`src/rtl/lrc_pkg.sv`:
```
package lrc_pkg;

    typedef enum logic [1:0] {
        ST_IDLE   = 2'd0,
        ST_ADDR   = 2'd1,
        ST_ACCESS = 2'd2,
        ST_XFER   = 2'd3
    } lrc_state_e;

    // Fill value of word w in line l (32 bits, sized by the caller)
    function automatic logic [31:0] lrc_fill(input int unsigned l, input int unsigned w);
        logic [7:0] lb;
        logic [7:0] wb;
        lb = 8'(l);
        wb = 8'(w);
        return {8'hA5, lb, wb, lb ^ 8'(w << 4)};
    endfunction

endpackage

```
`src/rtl/lrc_bank.sv`:
```
module lrc_bank #(
    parameter int BANK_ID   = 0,
    parameter int NUM_BANKS = 2,
    parameter int WPL       = 4,
    parameter int LINE_AW   = 4,
    parameter int DATA_W    = 32,
    localparam int LINES    = 1 << LINE_AW,
    localparam int GROUPS   = WPL / NUM_BANKS,
    localparam int DEPTH    = LINES * GROUPS,
    localparam int IDX_W    = (DEPTH > 1) ? $clog2(DEPTH) : 1
) (
    input  logic              clk,
    input  logic              rst_n,
    input  logic [IDX_W-1:0]  rd_idx,
    output logic [DATA_W-1:0] rd_data
);
    import lrc_pkg::*;

    logic [DATA_W-1:0] mem_q [DEPTH];
    logic [DATA_W-1:0] mem_d [DEPTH];

    // Array holds its contents; no write path exists.
    always_comb begin
        for (int e = 0; e < DEPTH; e++) mem_d[e] = mem_q[e];
    end

    always_ff @(posedge clk or negedge rst_n) begin
        if (!rst_n) begin
            for (int e = 0; e < DEPTH; e++)
                mem_q[e] <= DATA_W'(lrc_fill(e / GROUPS, (e % GROUPS) * NUM_BANKS + BANK_ID));
        end else begin
            for (int e = 0; e < DEPTH; e++) mem_q[e] <= mem_d[e];
        end
    end

    assign rd_data = mem_q[rd_idx];

endmodule

```
`src/rtl/lrc_sequencer.sv`:
```
module lrc_sequencer #(
    parameter int NUM_BANKS  = 2,
    parameter int WPL        = 4,
    parameter int LINE_AW    = 4,
    parameter int ADDR_CYC   = 1,
    parameter int ACCESS_LAT = 12,
    parameter int XFER_LAT   = 2,
    parameter int CNT_W      = 8,
    localparam int WIDX_W    = $clog2(WPL),
    localparam int TOTAL     = ADDR_CYC + (WPL / NUM_BANKS) * ACCESS_LAT + WPL * XFER_LAT
) (
    input  logic               clk,
    input  logic               rst_n,
    input  logic               req_valid,
    input  logic [LINE_AW-1:0] req_line,
    output logic               req_ready,
    output logic               fetch_en,
    output logic [LINE_AW-1:0] cur_line,
    output logic [WIDX_W-1:0]  cur_word,
    output logic               word_valid,
    output logic               line_done,
    output logic [CNT_W-1:0]   cycle_count
);
    import lrc_pkg::*;

    typedef struct packed {
        lrc_state_e         st;
        logic [CNT_W-1:0]   ph;
        logic [WIDX_W-1:0]  word;
        logic [LINE_AW-1:0] line;
        logic [CNT_W-1:0]   cyc;
    } seq_t;

    seq_t q, d;

    always_comb begin
        d          = q;
        fetch_en   = 1'b0;
        word_valid = 1'b0;
        line_done  = 1'b0;
        if (q.st != ST_IDLE) d.cyc = q.cyc + 1'b1;
        unique case (q.st)
            ST_IDLE: begin
                if (req_valid) begin
                    d.st   = ST_ADDR;
                    d.ph   = '0;
                    d.word = '0;
                    d.line = req_line;
                    d.cyc  = CNT_W'(1);
                end
            end
            ST_ADDR: begin
                if (q.ph == CNT_W'(ADDR_CYC - 1)) begin
                    d.st = ST_ACCESS;
                    d.ph = '0;
                end else begin
                    d.ph = q.ph + 1'b1;
                end
            end
            ST_ACCESS: begin
                if (q.ph == CNT_W'(ACCESS_LAT - 1)) begin
                    fetch_en = 1'b1;
                    d.st     = ST_XFER;
                    d.ph     = '0;
                end else begin
                    d.ph = q.ph + 1'b1;
                end
            end
            ST_XFER: begin
                if (q.ph == CNT_W'(XFER_LAT - 1)) begin
                    word_valid = 1'b1;
                    d.ph       = '0;
                    if (q.word == WIDX_W'(WPL - 1)) begin
                        line_done = 1'b1;
                        d.st      = ST_IDLE;
                        d.cyc     = '0;
                    end else begin
                        d.word = q.word + 1'b1;
                        if ((int'(q.word) % NUM_BANKS) == NUM_BANKS - 1) d.st = ST_ACCESS;
                    end
                end else begin
                    d.ph = q.ph + 1'b1;
                end
            end
            default: d.st = ST_IDLE;
        endcase
    end

    always_ff @(posedge clk or negedge rst_n) begin
        if (!rst_n) begin
            q.st   <= ST_IDLE;
            q.ph   <= '0;
            q.word <= '0;
            q.line <= '0;
            q.cyc  <= '0;
        end else begin
            q <= d;
        end
    end

    assign req_ready   = (q.st == ST_IDLE);
    assign cur_line    = q.line;
    assign cur_word    = q.word;
    assign cycle_count = q.cyc;

    p_idle_quiet_r1: assert property (@(posedge clk) disable iff (!rst_n)
        req_ready |-> (!word_valid && !line_done && cycle_count == '0));

    p_accept_r2: assert property (@(posedge clk) disable iff (!rst_n)
        (req_valid && req_ready) |=> (!req_ready && cycle_count == CNT_W'(1)));

    p_line_hold_r2: assert property (@(posedge clk) disable iff (!rst_n)
        (!req_ready && !line_done) |=> $stable(cur_line));

    p_done_cycle_r3_r4: assert property (@(posedge clk) disable iff (!rst_n)
        line_done |-> cycle_count == CNT_W'(TOTAL));

    p_done_last_r9: assert property (@(posedge clk) disable iff (!rst_n)
        line_done |-> (word_valid && cur_word == WIDX_W'(WPL - 1)));

    p_ready_after_r10: assert property (@(posedge clk) disable iff (!rst_n)
        line_done |=> req_ready);

    p_count_step_r11: assert property (@(posedge clk) disable iff (!rst_n)
        (!req_ready && !line_done) |=> (cycle_count == $past(cycle_count) + 1'b1));

    generate
        if (XFER_LAT > 1) begin : g_pulse
            p_valid_pulse_r7: assert property (@(posedge clk) disable iff (!rst_n)
                word_valid |=> !word_valid);
        end
    endgenerate

endmodule

```
`src/rtl/lrc_fetch_buf.sv`:
```
module lrc_fetch_buf #(
    parameter int NUM_BANKS = 2,
    parameter int WPL       = 4,
    parameter int DATA_W    = 32,
    localparam int WIDX_W   = $clog2(WPL)
) (
    input  logic                        clk,
    input  logic                        rst_n,
    input  logic                        fetch_en,
    input  logic [NUM_BANKS*DATA_W-1:0] bank_data,
    input  logic [WIDX_W-1:0]           cur_word,
    input  logic                        word_valid,
    output logic [DATA_W-1:0]           out_data
);
    logic [DATA_W-1:0] buf_q [NUM_BANKS];
    logic [DATA_W-1:0] buf_d [NUM_BANKS];

    always_comb begin
        for (int b = 0; b < NUM_BANKS; b++) begin
            buf_d[b] = fetch_en ? bank_data[b*DATA_W +: DATA_W] : buf_q[b];
        end
    end

    always_ff @(posedge clk or negedge rst_n) begin
        if (!rst_n) begin
            for (int b = 0; b < NUM_BANKS; b++) buf_q[b] <= '0;
        end else begin
            for (int b = 0; b < NUM_BANKS; b++) buf_q[b] <= buf_d[b];
        end
    end

    assign out_data = word_valid ? buf_q[int'(cur_word) % NUM_BANKS] : '0;

    p_no_fetch_on_send_r8: assert property (@(posedge clk) disable iff (!rst_n)
        fetch_en |-> !word_valid);

endmodule

```
`src/rtl/line_read_ctrl.sv`:
```
module line_read_ctrl #(
    parameter int NUM_BANKS  = 2,
    parameter int WPL        = 4,
    parameter int LINE_AW    = 4,
    parameter int DATA_W     = 32,
    parameter int ADDR_CYC   = 1,
    parameter int ACCESS_LAT = 12,
    parameter int XFER_LAT   = 2,
    parameter int CNT_W      = 8
) (
    input  logic                     clk,
    input  logic                     rst_n,
    input  logic                     req_valid,
    input  logic [LINE_AW-1:0]       req_line,
    output logic                     req_ready,
    output logic                     rd_valid,
    output logic [$clog2(WPL)-1:0]   rd_word,
    output logic [DATA_W-1:0]        rd_data,
    output logic                     rd_done,
    output logic [CNT_W-1:0]         cycle_count
);
    localparam int WIDX_W = $clog2(WPL);
    localparam int GROUPS = WPL / NUM_BANKS;
    localparam int DEPTH  = (1 << LINE_AW) * GROUPS;
    localparam int IDX_W  = (DEPTH > 1) ? $clog2(DEPTH) : 1;

    logic                        fetch_en;
    logic [LINE_AW-1:0]          cur_line;
    logic [WIDX_W-1:0]           cur_word;
    logic                        word_valid;
    logic                        line_done;
    logic [IDX_W-1:0]            bank_idx;
    logic [NUM_BANKS*DATA_W-1:0] bank_data;

    lrc_sequencer #(
        .NUM_BANKS(NUM_BANKS), .WPL(WPL), .LINE_AW(LINE_AW), .ADDR_CYC(ADDR_CYC),
        .ACCESS_LAT(ACCESS_LAT), .XFER_LAT(XFER_LAT), .CNT_W(CNT_W)
    ) u_seq (
        .clk(clk), .rst_n(rst_n), .req_valid(req_valid), .req_line(req_line),
        .req_ready(req_ready), .fetch_en(fetch_en), .cur_line(cur_line),
        .cur_word(cur_word), .word_valid(word_valid), .line_done(line_done),
        .cycle_count(cycle_count)
    );

    // The group of the pair being fetched: all banks read the same entry.
    assign bank_idx = IDX_W'(int'(cur_line) * GROUPS + int'(cur_word) / NUM_BANKS);

    generate
        for (genvar b = 0; b < NUM_BANKS; b++) begin : g_bank
            lrc_bank #(
                .BANK_ID(b), .NUM_BANKS(NUM_BANKS), .WPL(WPL),
                .LINE_AW(LINE_AW), .DATA_W(DATA_W)
            ) u_bank (
                .clk(clk), .rst_n(rst_n), .rd_idx(bank_idx),
                .rd_data(bank_data[b*DATA_W +: DATA_W])
            );
        end
    endgenerate

    lrc_fetch_buf #(
        .NUM_BANKS(NUM_BANKS), .WPL(WPL), .DATA_W(DATA_W)
    ) u_buf (
        .clk(clk), .rst_n(rst_n), .fetch_en(fetch_en), .bank_data(bank_data),
        .cur_word(cur_word), .word_valid(word_valid), .out_data(rd_data)
    );

    assign rd_valid = word_valid;
    assign rd_word  = cur_word;
    assign rd_done  = line_done;

endmodule

```
`config.mk`:
```
export PLATFORM = sky130hd
export DESIGN_NAME = line_read_ctrl
export DESIGN_NICKNAME = d
export VERILOG_FILES = /design/src/rtl/lrc_pkg.sv /design/src/rtl/lrc_bank.sv /design/src/rtl/lrc_sequencer.sv /design/src/rtl/lrc_fetch_buf.sv /design/src/rtl/line_read_ctrl.sv
export SDC_FILE = /design/constraint.sdc
export NUM_CORES = 1
export LEC_CHECK = 0
export BUFFER_PORTS_ARGS = -buffer_cell sky130_fd_sc_hd__buf_2
export CAP_MARGIN = 20
export CORE_MARGIN = 8
export CORE_UTILIZATION = 48
export CTS_CLUSTER_DIAMETER = 100
export DETAILED_ROUTE_END_ITERATION = 7
export GPL_ROUTABILITY_DRIVEN = 0
export MAX_ROUTING_LAYER = met4
export PLACE_DENSITY = 0.77
export SETUP_SLACK_MARGIN = 0.3
export SYNTH_ARGS = -nofsm -noshare
export SYNTH_HDL_FRONTEND = slang
export SYNTH_SLANG_ARGS = --single-unit
```
`constraint.sdc`:
```
create_clock -name clk -period 2.24 [get_ports clk]
set_clock_uncertainty 0.05 [all_clocks]
set_input_delay 0.448 -clock clk [delete_from_list [all_inputs] [get_ports clk]]
set_output_delay 0.448 -clock clk [all_outputs]
set_load 0.01 [all_outputs]
```
==> metrics.csv, run 1 <==
stage;metric;value;unit
outcome;status;finished, final reports clean;
critical_path;critPathSlowestCell;or4_4;
floorplanning;top_level_ports;52;
sta;max_clock_freq;449.3;MHz
power;combinationalPowerShare;3.7;%
finish;final_layout_size_suffix_gt1_share;50.59;%
power;static_leakage;0.001298;uW
finish;number_of_nets_in_the_layout;269;
critical_path;critical_path_class;reg -> reg;
clock_tree;clock_latency;0.28;ns
detailed_routing;postRouteWirelength;5.210;mm
grt;grt.total_usage;15.97;%
clock_tree;cts.reportedPaths.clkPinSlew;0.06;ns
clock_tree;cts.htree.levels;2;
power;sw_frac_of_total;21.12;%
sta;hold_viol;0;
grt;grt_max_degree;31;
sta;slew-limit-headroom;54.25;%
critical_path;worstRegToRegCells;7;
finish;flow.area_growth_from_synthesis;35.28;%
sta;maxSlewViolCount;0;
logic_synthesis;synthCells;206;
floorplanning;initial_core_util;49.56;%
power;clock_power_share;48.7;%
logic_synthesis;post_synth_instance_area;1968;um^2
floorplanning;fp.dieArea;6406;um^2
power;cellPowerDensity;434.0;nW/um^2
logic_synthesis;synth.yosys.seq_area_share;38.14;%
grt;first_global_vias;1705;
critical_path;timing.critical_path.to_type;flip-flop;
critical_path;cpLargestDelayFamily;compound AO/OA/AOI/OAI gates;
placed_design;dp_hpwl;3.115;mm
grt;wire_length_of_the_first_global_routing_pass;7.962;mm
detailed_routing;viasPerCell;5.492;
detailed_routing;detail_route.drc_violations;0;
logic_synthesis;synth-seq-cells;30;
critical_path;required;2.36;ns
logic_synthesis;netlist_top_cells_area;dfrtp_1, buf_4, ha_1, mux2_2, nor2_1;
critical_path;worst-path-max-fanout;6;
detailed_routing;drt_first_pass_iters;4;
logic_synthesis;synthFlopType;dfrtp_1;
power;power.net_switching;244.0;uW
logic_synthesis;synth.cells.most_frequent;buf_4, dfrtp_1, nor2_1, nand2_1;
critical_path;worstSetupEndpoint;u_seq.q[20]$_DFFE_PN0P_;
critical_path;most_frequent_cell_on_the_critical_path;buf_6;
detailed_routing;met2RoutedLength;2.747;mm
power;power.internal;911.5;uW
placed_design;detailed_place.area;2063;um^2
finish;antenna_cells;0;
critical_path;timing.critical_path.cells;buf_6 -> or4_4 -> o21a_4 -> a22oi_2 -> buf_6 -> nor3_2 -> a211o_1;
grt;initial_antenna_violation_count;0;
detailed_routing;detailroute.wirelength.met3;421;um
worst_hold_path;min-delay-path-class;in -> async;
logic_synthesis;async_flop_share;100.0;%
sta;setup_viol;0;
detailed_routing;top_layer_used;met4;
logic_synthesis;synth_top_area_share;38.14;%
logic_synthesis;yosys_warnings;0;
clock_tree;clock_tree.buffer_depth;2;
sta;post-route-min-period;2.226;ns
power;pwr-share-seq;47.6;%
floorplanning;die_width;80.04;um
sta;tightest_slew;0.6863;ns
critical_path;cp_slowest_stage_delay;0.57;ns
placed_design;buffer_ports.inserted;35;
sta;rsz0062_at_grt;yes;
sta;timing.setup.tns;0;ns
finish;finished_layout_cell_area;2663;um^2
critical_path;setup.worst_path.start_class;flip-flop;
grt;congestion_overflow_gr;0;
floorplanning;num_rows;23;
power;irDropWorstVdd;0.2637;mV
logic_synthesis;postSynthAreaPerCell;9.554;um^2
critical_path;startpoint;u_seq.q[21]$_DFFE_PN0P_;
clock_tree;numClockSinks;30;
floorplanning;coreArea;3971;um^2
critical_path;worstReg2RegStart;u_seq.q[21]$_DFFE_PN0P_;
logic_synthesis;count_of_flip_flops_with_a_built_in_enable_after_synthesis;0;
critical_path;r2r_setup_slack;0.01;ns
finish;layout.filler_cells;289;
detailed_routing;avgRoutedWirePerCell;17.19;um
clock_tree;cts_tree;yes;
detailed_routing;vias;1664;
critical_path;worst-path-stages;7;
logic_synthesis;synth_area_leader_cell;dfrtp_1;
clock_tree;cts.root.buffer_cell;clkbuf_8;
detailed_routing;detail-route-antenna-nets;0;
run;timing.max_cap.violations;0;
detailed_routing;wirelength_met1;1.941;mm
detailed_routing;dr.first_iter.drc_count;84;
critical_path;timing.rr.end;u_seq.q[20]$_DFFE_PN0P_;
logic_synthesis;yosys.cell_types.count;46;
critical_path;critical_path.n_buffers_inverters;2;
clock_tree;ctsHoldBuffers;0;
floorplanning;fp.dieH;80.04;um
critical_path;worst_ep_arrival_time;2.35;ns
sta;min_period_over_period;99.36;%
logic_synthesis;synthMostInstantiatedCell;buf_4;
clock_tree;cts_inserted_buffers;5;
## kinds of logic (layout without fill, tap and decap cells)
kind of cell / count (synthesis) / in the layout / share of synthesized area (%)
AO/OA/AOI/OAI: 37 / 37 / 13.16
AND/OR/NAND/NOR: 71 / 72 / 20.34
other: 1 / 16 / 0.1905
multiplexers: 9 / 9 / 5.150
buffers and inverters: 47 / 78 / 16.40
adder cells (fa/ha/maj): 9 / 9 / 5.722
XOR/XNOR: 2 / 2 / 0.8902
flip-flops: 30 / 30 / 38.14
## worst min-delay path by stage
| stage | start | endpoint | slack, ns | cells past startpoint |
|---|---|---|---|---|
| 4_1_cts | rst_n | u_seq.q[23]$_DFFE_PN0P_ | 0.17 | 1 |
| 6_report | rst_n | u_seq.q[23]$_DFFE_PN0P_ | 0.15 | 1 |
| 5_1_grt | rst_n | u_seq.cur_word[0]$_DFFE_PN0P_ | 0.20 | 1 |
| 2_1_floorplan | rst_n | u_buf.buf_q[16]$_DFFE_PN0P_ | 0.10 | 0 |
| 3_3_place_gp | u_seq.cycle_count[7]$_DFF_PN0_ | u_seq.cycle_count[7]$_DFF_PN0_ | 0.42 | 1 |
| 3_5_place_dp | u_seq.cycle_count[7]$_DFF_PN0_ | u_seq.cycle_count[7]$_DFF_PN0_ | 0.42 | 1 |
## cells in the final DEF (no fill, tap or decap), types with 4 or more instances in the layout
master | Yosys | layout
dfrtp_1 | 30 | 25
buf_4 | 35 | 22
buf_6 | 2 | 22
buf_2 | 0 | 20
conb_1 | 1 | 16
nand2_1 | 12 | 12
mux2_2 | 9 | 9
nor2_1 | 16 | 8
nor2_4 | 0 | 7
ha_1 | 9 | 7
inv_1 | 7 | 6
and2_4 | 0 | 6
and3_1 | 7 | 6
o21ai_2 | 0 | 6
clkbuf_8 | 0 | 6
dfrtp_2 | 0 | 5
o21ai_0 | 9 | 4
nand3_1 | 4 | 4
## flip-flops by register name, indices dropped and copies added (netlist names)
register,count
u_seq.cycle_count,8
u_buf.buf_q,6
u_seq.q,10
u_seq.cur_word,2
u_seq.cur_line,4
## cell type report
type / instances / area, um^2 / share of cell area, %
inverter: 7 / 26.28 / 0.9868
sequential: 30 / 757.0 / 28.43
multi-input combinational: 145 / 1191 / 44.74
timing repair buffer: 64 / 513.0 / 19.27
clock buffer: 6 / 82.58 / 3.102
clock inverter: 1 / 30.03 / 1.128
tap: 50 / 62.56 / 2.350
## routing by layer
layer / GRT usage (%) / up-vias
met1: 17.68 / 819
met3: 4.617 / 10
li1: - / 770
met4: 6.000 / 0
met2: 26.52 / 65
met5: - / -
## through the flow
step / hold WS [ns] / cells / power [uW] / setup slack, ns / util (%)
5_1_grt: 0.2031 / 303 / 1192 / -0.03673 / 67.04
2_1_floorplan: 0.1024 / 221 / 604.4 / 0.2310 / -
4_1_cts: 0.1692 / 298 / 1168 / 0.04936 / 62.60
6_report: 0.1529 / 303 / 1156 / 0.01433 / 67.04
3_5_place_dp: 0.4233 / 274 / 600.2 / 0.1114 / 51.95
3_3_place_gp: 0.4158 / 274 / 599.7 / 0.1410 / 51.95
## power groups by stage
stage	clock network [uW]	logic, uW	registers (uW)
6_report	562	43.3	550
5_1_grt	593	49.0	550
4_1_cts	578	40.9	549
3_5_place_dp	0	40.7	560
3_3_place_gp	0	40.3	559
2_1_floorplan	0	45.3	559
## repair_timing
action	in CTS	in global routing
cloned	2	0
pin swaps	13	19
setup buffers	15	5
endpoints found under the setup margin	35	42
gates resized for setup	42	29
No activity file was read; power rests on OpenSTA's default activity.
==> run 2, diff against run 1 <==
--- a/config.mk
+++ b/config.mk
@@ -8,12 +8,12 @@
 export BUFFER_PORTS_ARGS = -buffer_cell sky130_fd_sc_hd__buf_2
 export CAP_MARGIN = 20
 export CORE_MARGIN = 8
-export CORE_UTILIZATION = 48
+export CORE_UTILIZATION = 53
 export CTS_CLUSTER_DIAMETER = 100
 export DETAILED_ROUTE_END_ITERATION = 7
 export GPL_ROUTABILITY_DRIVEN = 0
 export MAX_ROUTING_LAYER = met4
-export PLACE_DENSITY = 0.77
+export PLACE_DENSITY = 0.8
 export SETUP_SLACK_MARGIN = 0.3
 export SYNTH_ARGS = -nofsm -noshare
 export SYNTH_HDL_FRONTEND = slang
==> constraint.sdc (replaced) <==
create_clock -name clk -period 2.1 [get_ports clk]
set_clock_uncertainty 0.05 [all_clocks]
set_input_delay 0.42 -clock clk [delete_from_list [all_inputs] [get_ports clk]]
set_output_delay 0.42 -clock clk [all_outputs]
set_load 0.01 [all_outputs]
==> metrics.csv, run 2 (same netlist as run 1, synthesis figures left out) <==
stage;metric;value;unit
outcome;status;complete, but fails checks;
outcome;violations;negative setup slack;
finish;largest_register_ffs;10;
grt;wire_length_of_the_first_global_routing_pass;8.404;mm
placed_design;buffer_ports.inserted;35;
power;power.net_switching;262.2;uW
finish;most_used_cells_in_the_layout_excluding_fill_and_tap_cells;buf_6, dfrtp_1, buf_4, buf_2, conb_1;
finish;final_layout_size_suffix_gt1_share;50.00;%
floorplanning;fp.dieH;76.94;um
grt;grt_max_degree;31;
power;combinationalPowerShare;4.0;%
critical_path;worstReg2RegStart;u_seq.q[21]$_DFFE_PN0P_;
critical_path;worstRegToRegCells;8;
floorplanning;die_width;76.94;um
sta;postLayoutSetupSlackWorst;-0.1796;ns
clock_tree;numClockSinks;30;
critical_path;timing.critical_path.to_type;output port;
run;timing.max_cap.violations;0;
detailed_routing;postRouteWirelength;5.798;mm
finish;most_common_cell_after_layout_fill_and_taps_aside;buf_6;
sta;setup_viol;36;
detailed_routing;drt_first_pass_iters;4;
sta;maxSlewViolCount;0;
clock_tree;cts.root.buffer_cell;clkbuf_8;
critical_path;worst-path-max-fanout;5;
critical_path;setup.worst_path.start_class;flip-flop;
worst_hold_path;min-delay-path-class;in -> async;
power;cellPowerDensity;414.1;nW/um^2
floorplanning;fp.dieArea;5920;um^2
grt;initial_antenna_violation_count;0;
sta;slew-limit-headroom;55.31;%
sta;tightest_slew;0.6703;ns
finish;antenna_cells;0;
sta;post-route-min-period;2.280;ns
floorplanning;coreArea;3606;um^2
critical_path;required;1.63;ns
grt;congestion_overflow_gr;0;
grt;grt.total_usage;18.01;%
floorplanning;initial_core_util;54.58;%
finish;postLayoutCoreUtil;74.84;%
finish;number_of_nets_in_the_layout;275;
floorplanning;top_level_ports;52;
clock_tree;cts.htree.levels;2;
sta;rsz0062_at_grt;yes;
detailed_routing;viasPerCell;5.584;
power;power.internal;855.4;uW
power;sw_frac_of_total;23.46;%
sta;min_period_over_period;108.6;%
power;clock_power_share;43.6;%
critical_path;startpoint;u_seq.q[21]$_DFFE_PN0P_;
placed_design;dp_hpwl;3.323;mm
grt;first_global_vias;1669;
detailed_routing;detail_route.drc_violations;0;
detailed_routing;avgRoutedWirePerCell;18.82;um
clock_tree;clock_tree.buffer_depth;2;
detailed_routing;detail-route-antenna-nets;0;
sta;worst_hold_slack;0.1082;ns
detailed_routing;dr.first_iter.drc_count;85;
clock_tree;ctsHoldBuffers;0;
clock_tree;cts_inserted_buffers;5;
clock_tree;cts_tree;yes;
critical_path;critical_path_class;reg -> out;
critical_path;r2r_setup_slack;-0.15;ns
clock_tree;cts.reportedPaths.clkPinSlew;0.06;ns
finish;regMostFlops;u_seq.q;
sta;hold_viol;0;
critical_path;worst_ep_arrival_time;1.81;ns
power;irDropWorstVdd;0.2920;mV
sta;max_clock_freq;438.7;MHz
power;pwr-share-seq;52.5;%
clock_tree;clock_latency;0.29;ns
critical_path;timing.rr.end;u_seq.q[18]$_DFFE_PN0P_;
finish;flow.area_growth_from_synthesis;37.13;%
detailed_routing;vias;1720;
power;static_leakage;0.001331;uW
floorplanning;num_rows;22;
run 2: changes by cell type in the layout (fill, tap and decap cells not counted), moves of 2 or more:
cell | previous run | this run
buf_6 | 22 | 32
nor2_4 | 7 | 2
dfrtp_1 | 25 | 29
dfrtp_2 | 5 | 1
buf_2 | 20 | 17
nor2_1 | 8 | 11
nor2_2 | 3 | 5
run 2: worst max-delay path, stage by stage (launching register included):
cell and delay, ns:
dfrtp_1 0.41, nor2_2 0.17, nor4b_4 0.25, and4b_2 0.36, and3_4 0.22, buf_6 0.10
run 2: final cells by class:
cell class | count | area (um^2)
multi-input combinational | 145 | 1162
fill | 245 | 907.1
sequential | 30 | 752.0
timing repair buffer | 70 | 603.1
clock buffer | 6 | 82.58
tap | 48 | 60.06
inverter | 7 | 26.28
clock inverter | 2 | 12.51
run 2: metal layers:
layer  wire length (um)  vias to the layer above  track usage (%)  share of wire, %
met5                  0                        -                -                 0
met4                200                        0            8.077               3.4
met3                342                       22            7.110               5.9
met2               3159                       66            29.91                54
met1               2096                      848            18.37                36
li1                   -                      784                -                 -
run 2: what timing repair did:
item                       in CTS  in global routing
cloned                          1                  0
resized for setup              51                 21
setup endpoints to repair      42                 43
pin swaps                      19                 18
setup buffers                  11                  5
run 2: power by group through the flow:
stage	sequential [uW]	combinational, uW	clock [uW]
2_1_floorplan	596	48.3	0
3_3_place_gp	597	43.0	0
3_5_place_dp	597	43.3	0
4_1_cts	586	43.6	499
5_1_grt	586	50.2	523
6_report	587	44.2	487
run 2: stage by stage:
stage / cell area [um^2] / cells / worst slack, ns / total power (uW) / setup TNS [ns]
after global placement: 2146 / 283 / 0.07282 / 639.7 / 0
after CTS: 2560 / 303 / -0.1252 / 1129 / -1.439
after detailed placement: 2146 / 283 / 0.03010 / 640.5 / 0
after global routing: 2699 / 308 / -0.2633 / 1159 / -5.581
after floorplan: 2077 / 221 / 0.1251 / 644.7 / 0
final: 2699 / 308 / -0.1796 / 1118 / -3.690
run 2: how the worst max path moves through the flow:
| stage | endpoint | cells after the start | slack (ns) |
|---|---|---|---|
| global placement | u_seq.q[19]$_DFFE_PN0P_ | 8 | 0.07 |
| detailed placement | u_seq.q[20]$_DFFE_PN0P_ | 8 | 0.03 |
| floorplan | u_seq.q[19]$_DFFE_PN0P_ | 7 | 0.13 |
| global route | rd_data[8] | 5 | -0.26 |
| CTS | rd_data[4] | 5 | -0.13 |
| finish | rd_data[8] | 5 | -0.18 |
